$ cat config.mk
export PLATFORM = sky130hd
export DESIGN_NAME = pkt_div_search
export DESIGN_NICKNAME = d
export VERILOG_FILES = /design/src/rtl/pkt_div_pkg.sv /design/src/rtl/pkt_div_wordscale.sv /design/src/rtl/pkt_div_restoring.sv /design/src/rtl/pkt_div_search.sv
export SDC_FILE = /design/constraint.sdc
export NUM_CORES = 1
export LEC_CHECK = 0
export ABC_CLOCK_PERIOD_IN_PS = 5900
export BUFFER_PORTS_ARGS = -buffer_cell sky130_fd_sc_hd__buf_2
export CAP_MARGIN = 10
export CORE_ASPECT_RATIO = 1.2
export CORE_MARGIN = 3
export CORE_UTILIZATION = 65
export DETAILED_ROUTE_END_ITERATION = 12
export PLACE_DENSITY = 0.88
export SLEW_MARGIN = 5
export SYNTH_ARGS = -nofsm -noshare
export SYNTH_HDL_FRONTEND = slang
export SYNTH_HIERARCHICAL = 1
export SYNTH_SLANG_ARGS = --single-unit
$ cat constraint.sdc
create_clock -name clk -period 5.9 [get_ports clk]
set_input_delay 0.59 -clock clk [delete_from_list [all_inputs] [get_ports clk]]
set_output_delay 0.59 -clock clk [all_outputs]
set_load 0.01 [all_outputs]
$ cat src/rtl/pkt_div_pkg.sv
package pkt_div_pkg;
  typedef enum logic [1:0] {
    SYNC_ELEM  = 2'b00,
    SYNC_FRAME = 2'b01,
    SYNC_PKT   = 2'b10
  } sync_e;

  typedef enum logic [2:0] {
    ST_IDLE,
    ST_CLASS,
    ST_CEIL,
    ST_TEST,
    ST_MOD
  } state_e;
endpackage

$ cat src/rtl/pkt_div_wordscale.sv
module pkt_div_wordscale #(
  parameter int W = 16
) (
  input  logic         clk,
  input  logic         rst,
  input  logic         load,
  input  logic         wide,
  input  logic [W-1:0] bytes_in,
  output logic [W-1:0] words
);
  localparam int SH_NARROW = 1;
  localparam int SH_WIDE   = 2;

  always_ff @(posedge clk) begin
    if (rst) begin
      words <= '0;
    end else if (load) begin
      words <= wide ? (bytes_in >> SH_WIDE) : (bytes_in >> SH_NARROW);
    end
  end
endmodule

$ cat src/rtl/pkt_div_restoring.sv
module pkt_div_restoring #(
  parameter int W = 16
) (
  input  logic         clk,
  input  logic         rst,
  input  logic         go,
  input  logic [W-1:0] num,
  input  logic [W-1:0] den,
  output logic         valid,
  output logic [W-1:0] quo,
  output logic [W-1:0] rem
);
  localparam int CW = $clog2(W + 1);

  logic [CW-1:0] cnt;
  logic          run;
  logic [W-1:0]  den_q;
  logic [W:0]    sh;
  logic [W:0]    diff;

  always_comb begin
    sh   = {rem, quo[W-1]};
    diff = sh - {1'b0, den_q};
  end

  always_ff @(posedge clk) begin
    if (rst) begin
      cnt   <= '0;
      run   <= 1'b0;
      valid <= 1'b0;
      quo   <= '0;
      rem   <= '0;
      den_q <= '0;
    end else begin
      valid <= 1'b0;
      if (go) begin
        quo   <= num;
        rem   <= '0;
        den_q <= den;
        cnt   <= CW'(W);
        run   <= 1'b1;
      end else if (run) begin
        if (!diff[W]) begin
          rem <= diff[W-1:0];
          quo <= {quo[W-2:0], 1'b1};
        end else begin
          rem <= sh[W-1:0];
          quo <= {quo[W-2:0], 1'b0};
        end
        cnt <= cnt - 1'b1;
        if (cnt == CW'(1)) begin
          run   <= 1'b0;
          valid <= 1'b1;
        end
      end
    end
  end
endmodule

$ cat src/rtl/pkt_div_search.sv
module pkt_div_search
  import pkt_div_pkg::*;
#(
  parameter int W = 16
) (
  input  logic         clk,
  input  logic         rst,
  input  logic         start,
  input  logic         thr_mode,
  input  logic         wide_word,
  input  logic [W-1:0] period_bytes,
  input  logic [W-1:0] max_thresh,
  output logic         busy,
  output logic         done,
  output logic         err,
  output logic [1:0]   sync_mode,
  output logic [W-1:0] pkt_size
);
  state_e       state;
  logic         tm_q;
  logic [W-1:0] max_q;
  logic [W-1:0] words;
  logic [W-1:0] cand;
  logic         dv_go;
  logic [W-1:0] dv_den;
  logic         dv_valid;
  logic [W-1:0] dv_quo;
  logic [W-1:0] dv_rem;
  logic         accept;

  assign accept = start && (state == ST_IDLE);
  assign busy   = (state != ST_IDLE);

  pkt_div_wordscale #(.W(W)) u_scale (
    .clk      (clk),
    .rst      (rst),
    .load     (accept),
    .wide     (wide_word),
    .bytes_in (period_bytes),
    .words    (words)
  );

  pkt_div_restoring #(.W(W)) u_div (
    .clk   (clk),
    .rst   (rst),
    .go    (dv_go),
    .num   (words),
    .den   (dv_den),
    .valid (dv_valid),
    .quo   (dv_quo),
    .rem   (dv_rem)
  );

  always_ff @(posedge clk) begin
    if (rst) begin
      state     <= ST_IDLE;
      tm_q      <= 1'b0;
      max_q     <= '0;
      cand      <= '0;
      dv_go     <= 1'b0;
      dv_den    <= '0;
      done      <= 1'b0;
      err       <= 1'b0;
      sync_mode <= SYNC_ELEM;
      pkt_size  <= '0;
    end else begin
      done  <= 1'b0;
      err   <= 1'b0;
      dv_go <= 1'b0;
      case (state)
        ST_IDLE: begin
          if (start) begin
            tm_q  <= thr_mode;
            max_q <= max_thresh;
            state <= ST_CLASS;
          end
        end
        ST_CLASS: begin
          if (!tm_q) begin
            done      <= 1'b1;
            sync_mode <= SYNC_ELEM;
            pkt_size  <= W'(1);
            state     <= ST_IDLE;
          end else if (words <= max_q) begin
            done      <= 1'b1;
            sync_mode <= SYNC_FRAME;
            pkt_size  <= words;
            state     <= ST_IDLE;
          end else begin
            dv_den <= max_q;
            dv_go  <= 1'b1;
            state  <= ST_CEIL;
          end
        end
        ST_CEIL: begin
          if (dv_valid) begin
            cand  <= dv_quo + W'(dv_rem != '0);
            state <= ST_TEST;
          end
        end
        ST_TEST: begin
          if (cand == words) begin
            err       <= 1'b1;
            sync_mode <= SYNC_ELEM;
            pkt_size  <= '0;
            state     <= ST_IDLE;
          end else begin
            dv_den <= cand;
            dv_go  <= 1'b1;
            state  <= ST_MOD;
          end
        end
        ST_MOD: begin
          if (dv_valid) begin
            if (dv_rem == '0) begin
              done      <= 1'b1;
              sync_mode <= SYNC_PKT;
              pkt_size  <= dv_quo;
              state     <= ST_IDLE;
            end else begin
              cand  <= cand + 1'b1;
              state <= ST_TEST;
            end
          end
        end
        default: state <= ST_IDLE;
      endcase
    end
  end
endmodule

==> results of run 1 <==
==> area by class of cell <==
type	count	area, um2
Multi-Input combinational cell	761	4930
Fill cell	913	3100
Sequential cell	143	2870
Clock buffer	20	447
Timing Repair Buffer	62	348
Clock inverter	12	230
Tap cell	161	201
Inverter	41	154
==> worst min-delay path, delay by kind of cell <==
| family | cells | cell delay, ns |
|---|---|---|
| simple gates | 1 | 0.04 |
| buf+inv | 1 | 0.10 |
| compound gates | 1 | 0.05 |
==> report_power, final <==
group / internal, uW / total [uW] / switching (uW)
logic: 195 / 491 / 296
clock network: 809 / 1230 / 425
registers: 1030 / 1110 / 81.1
==> worst paths after layout <==
path / startpoint / end / cells after the start
min: max_thresh[15] / max_q[15] / 3
min reg2reg: max_q[8] / max_q[8] / 2
max: u_scale/words[10] / pkt_size[3] / 6
max reg2reg: u_scale/words[10] / pkt_size[3] / 6
==> Yosys cell counts (7+ instances only) <==
| master | n | area, um2 |
|---|---|---|
| xnor2_1 | 17 | 149 |
| mux2i_1 | 53 | 531 |
| clkbuf_1 | 40 | 150 |
| nand2_1 | 80 | 300 |
| and3_1 | 10 | 62.6 |
| or2_2 | 7 | 43.8 |
| nor2_1 | 98 | 368 |
| a211oi_1 | 34 | 255 |
| nand3_1 | 20 | 100 |
| a31oi_1 | 24 | 150 |
| nor4_1 | 13 | 81.3 |
| xor2_1 | 24 | 210 |
| inv_1 | 39 | 146 |
| nand4_1 | 21 | 131 |
| ha_1 | 37 | 463 |
| dfxtp_1 | 143 | 2860 |
| nor3_1 | 52 | 260 |
| a21oi_1 | 100 | 500 |
| buf_2 | 17 | 85.1 |
| mux2_2 | 16 | 180 |
| a21o_1 | 9 | 67.6 |
| a22oi_1 | 16 | 120 |
| o21ai_0 | 42 | 210 |
==> per-stage QoR <==
step,worst slack (ns),std cells
floorplan,3.47,1019
global placement,2.81,1167
detailed placement,2.75,1167
CTS,2.55,1199
global route,2.34,1200
finish,2.47,1200
==> layer usage <==
metal	up-vias	track usage, %
met5	-	0
met4	0	22.9
met3	114	5.99
met2	342	55.8
met1	3723	37.9
li1	3713	-
==> state kept, by name, indices dropped and copies added (netlist names), 2 cells and up <==
register,count
u_div/den_q,16
max_q,16
u_scale/words,15
u_div/rem,16
u_div/quo,16
sync_mode,2
u_div/cnt,5
cand,16
state,3
dv_den,16
pkt_size,16
==> logic make-up after synthesis <==
logic type | count (synthesis) | share of synthesized area [%]
buffers and inverters | 115 | 6.38
multiplexers | 69 | 8.55
adder cells (fa/ha/maj) | 38 | 5.81
XOR/XNOR | 41 | 4.32
AND/OR/NAND/NOR | 338 | 19.5
AO/OA/AOI/OAI | 274 | 20.9
flip-flops | 143 | 34.4
other | 1 | 0.0451
==> flow_metrics.tcl, run 1 <==
set metrics [dict create \
    route.met3.wl_um 1240 \
    vdd_drop_max_v 0.000180 \
    drive_gt1_share_pct 12.4 \
    overflow 0 \
    dieHeight_um 130 \
    clkTransAtPathRegs_ns 0.06 \
    end_kind "flip-flop" \
    tightestPinTransition_ns 1.20 \
    layout_commonest_cell "dfxtp_1" \
    synthFlopType "dfxtp_1" \
    synth.distinct_cells 70 \
    path_cells "ha_1, nand4_1, o311ai_0, o31a_1, nor3_4, a211oi_1" \
    drt_first_pass_iters 7 \
    antenna_found_initial 0 \
    hp-class "in -> reg" \
    drc 0 \
    root_buffer "clkbuf_16" \
    drt_wl_total_um 22800 \
    placed_area_um2 8480 \
    dieWidth_um 109 \
    synthToLayoutAreaGrowth_pct 10.4 \
    ios 58 \
    dpl.hpwl_um 15000 \
    total_power_uw 2830 \
    timing.final.crit_share_pct 58.1 \
    critPathMaxStageDelay_ns 1.06 \
    path_class "reg -> reg" \
    cts_tree "built" \
    synth_edf_count 0 \
    ant_nets 0 \
    gp_congestion 0.922 \
    r2r_slack_ns 2.47 \
    synthCells 1019 \
    relSlewSlack_pct 19.6 \
    core_um2 12300 \
    wl_met1_um 8830 \
    finalSetupTns_ns 0 \
    nNetsFinal 1101 \
    grt_pass1_wl_um 37000 \
    synth_area_um2 8310 \
    skew_ns 0.0140 \
    final-setup-viol-count 0 \
    first_global_vias 7605 \
    synthArstFlopShare_pct 0 \
    power.density_nw_per_um2 309 \
    drv_slew 0 \
    routed_via_density 6.58 \
    dieArea_um2 14200 \
    hold_violations 0 \
    grt_max_degree 90 \
    wl_met2_um 11100 \
    cts_buffer_depth 2 \
    diodes 0 \
    clock_sinks 143 \
    synth_fp_nets 1094 \
    final_cell_mix "dfxtp_1 (141), a21oi_1 (100), nor2_1 (98)" \
    period_needed_ns 3.43 \
    cap_violations 0 \
    htree_levels 4 \
    worst-path-buf-inv 0 \
    max_freq_mhz 292 \
    cp_slowest_cell "o311ai_0" \
    synth_seq_cells 143 \
    start_util_pct 67.7 \
    cts_hold_buf 0 \
    seq_area_frac_synth_pct 34.4 \
    power.leakage_uw 0.00352 \
    ys_warn_count 6 \
    top_layer "met4" \
    cts_inserted_buffers 17 \
    layout.core_utilization_pct 74.8 \
    cp_top_family "compound AO/OA/AOI/OAI gates" \
    syn_avg_cell_area_um2 8.16 \
    grt_usage_pct 33.1 \
    hold_slack_ns 0.410 \
    critPathArrivalTime_ns 3.75 \
    vias 7892 \
    insertion_delay_ns 0.42 \
    crit_path_start_kind "flip-flop" \
    rows 44 \
    status "complete, no violations" \
    io_buffers 56 \
    cp_max_fo 19 \
    final_area_um2 9180 \
    post-cts-setup-buffers 0 \
    rsz0062_at_grt "false" \
    drt_iter0_drc 829 \
    ctsResizeCount 0 \
    cp.required_ns 6.23 \
    avgRoutedWirePerCell_um 19.0 \
]
Note: power is estimated with default switching activity, not from simulation.
==> run 2: changes to the inputs <==
ABC_CLOCK_PERIOD_IN_PS = 3300   (was 5900)
CORE_UTILIZATION = 61   (was 65)
PLACE_DENSITY = 0.83   (was 0.88)
clock period = 3.3 ns   (was 5.9 ns; I/O delays follow)
==> run 2 against run 1 <==
- count of clock-buffer cells in the layout grew 2
- fmax grew 19%
- non-clock buffer count grew 22
- sequential share of layout area shrank 0.44 points
- utilization shrank 4.7 points
- first-iteration DRC count grew 2.9%
- total power grew 75%
- sequential power grew 77%
- register-to-register slack lost 2.0 ns
- cell count grew 2.3%
- die area grew 6.2%
==> flow_metrics.tcl, run 2 (synthesis gave the netlist of run 1 again) <==
set metrics [dict create \
    total_power_uw 4970 \
    root_buffer "clkbuf_16" \
    path_class "reg -> reg" \
    ios 58 \
    grt_max_degree 68 \
    dieArea_um2 15100 \
    ctsResizeCount 0 \
    skew_ns 0.0136 \
    insertion_delay_ns 0.43 \
    core_um2 13300 \
    cp.required_ns 3.56 \
    htree_levels 4 \
    cts_buffer_depth 2 \
    critPathArrivalTime_ns 3.13 \
    dieWidth_um 113 \
    io_buffers 56 \
    ant_nets 0 \
    pwr-share-clk_pct 41.5 \
    vdd_drop_max_v 0.000338 \
    pwr-share-seq_pct 39.4 \
    dpl.hpwl_um 16000 \
    cp_max_fo 16 \
    overflow 0 \
    drv_slew 0 \
    tightestPinTransition_ns 1.13 \
    drt_iter0_drc 853 \
    place_inst 1197 \
    cap_violations 0 \
    rsz0062_at_grt "false" \
    gp_congestion 1.00 \
    cts_tree "built" \
    power.density_nw_per_um2 533 \
    diodes 0 \
    period_needed_ns 2.87 \
    first_global_vias 7377 \
    routed_via_density 6.40 \
    power_switching_uw 1420 \
    layout_commonest_cell "dfxtp_1" \
    dieHeight_um 134 \
    combPwrFrac_pct 19.1 \
    fin_cells 1228 \
    cell_internal_pwr_uw 3540 \
    post-place-ws_ns 0.511 \
    cts_inserted_buffers 17 \
    cts_hold_buf 0 \
    post-cts-setup-buffers 0 \
    hold_slack_ns 0.133 \
    timing.final.crit_share_pct 87.0 \
    max_freq_mhz 348 \
    p_sw_share_pct 28.7 \
    clock_sinks 143 \
    relSlewSlack_pct 24.3 \
    hold_violations 0 \
    final-setup-viol-count 0 \
    avgRoutedWirePerCell_um 19.0 \
    hp-class "in -> reg" \
    start_util_pct 62.5 \
    drc 0 \
    grt_usage_pct 30.8 \
    vias 7854 \
    layout_setup_ws_ns 0.429 \
    power.leakage_uw 0.00362 \
    crit_path_start_kind "flip-flop" \
    drt_first_pass_iters 6 \
    clkTransAtPathRegs_ns 0.06 \
    nNetsFinal 1123 \
    grt_pass1_wl_um 37300 \
    antenna_found_initial 0 \
    end_kind "flip-flop" \
    finalSetupTns_ns 0 \
    final_cell_mix "dfxtp_1 (141), a21oi_1 (100), nor2_1 (98)" \
    drive_gt1_share_pct 14.2 \
    status "complete, no violations" \
    synthToLayoutAreaGrowth_pct 12.0 \
    drt_wl_total_um 23300 \
    rows 46 \
]
==> run 2: changes by cell type in the layout (fill, tap and decap cells not counted) <==
cell,previous run,this run
buf_12,0,2
buf_16,1,0
buf_4,6,27
bufinv_16,6,4
clkbuf_8,1,3
clkinv_2,0,2
clkinv_4,2,0
clkinvlp_4,2,1
==> run 2: power groups by stage <==
stage | Clock, uW | Sequential [uW] | Combinational [uW]
6_report | 2060 | 1960 | 947
5_1_grt | 2150 | 1970 | 1040
4_1_cts | 2070 | 1950 | 929
3_5_place_dp | 0 | 1990 | 912
3_3_place_gp | 0 | 1980 | 892
2_1_floorplan | 0 | 1960 | 643
==> run 2: metal layers <==
metal / track usage [%] / part of all wire, % / up-vias
li1: - / - / 3742
met1: 34.5 / 38 / 3664
met2: 53.9 / 50 / 352
met3: 6.41 / 6.1 / 96
met4: 17.8 / 5.5 / 0
met5: 0 / 0 / -
==> run 2: worst paths after layout <==
check | startpoint | to | slack (ns) | cells after the start
hold reg to reg | max_q[12] | max_q[12] | 0.47 | 2
setup / recovery | u_scale/words[1] | pkt_size[0] | 0.43 | 7
setup reg to reg | u_scale/words[1] | pkt_size[0] | 0.43 | 7
hold / removal | max_thresh[13] | max_q[13] | 0.13 | 3
==> run 2: cell type report <==
type / instances / area [um2]
multi-input combinational: 761 / 4930
fill: 1080 / 3980
sequential: 143 / 2870
timing repair buffer: 84 / 518
clock buffer: 22 / 474
tap: 168 / 210
clock inverter: 9 / 155
inverter: 41 / 154
==> run 2: per-stage QoR <==
stage               area, um2  util, %
CTS                      9310     70.0
global route             9310     70.0
finish                   9310     70.0
floorplan                8310        -
detailed placement       8680     65.3
global placement         8680     65.3
==> run 2: worst max-delay path, cell delays in order (launching register included) <==
cell	delay, ns
dfxtp_1	0.57
ha_1	0.33
nor2b_1	0.14
o211ai_1	0.19
a2111oi_2	0.14
o31a_1	0.46
nor3_4	0.64
a311oi_1	0.21
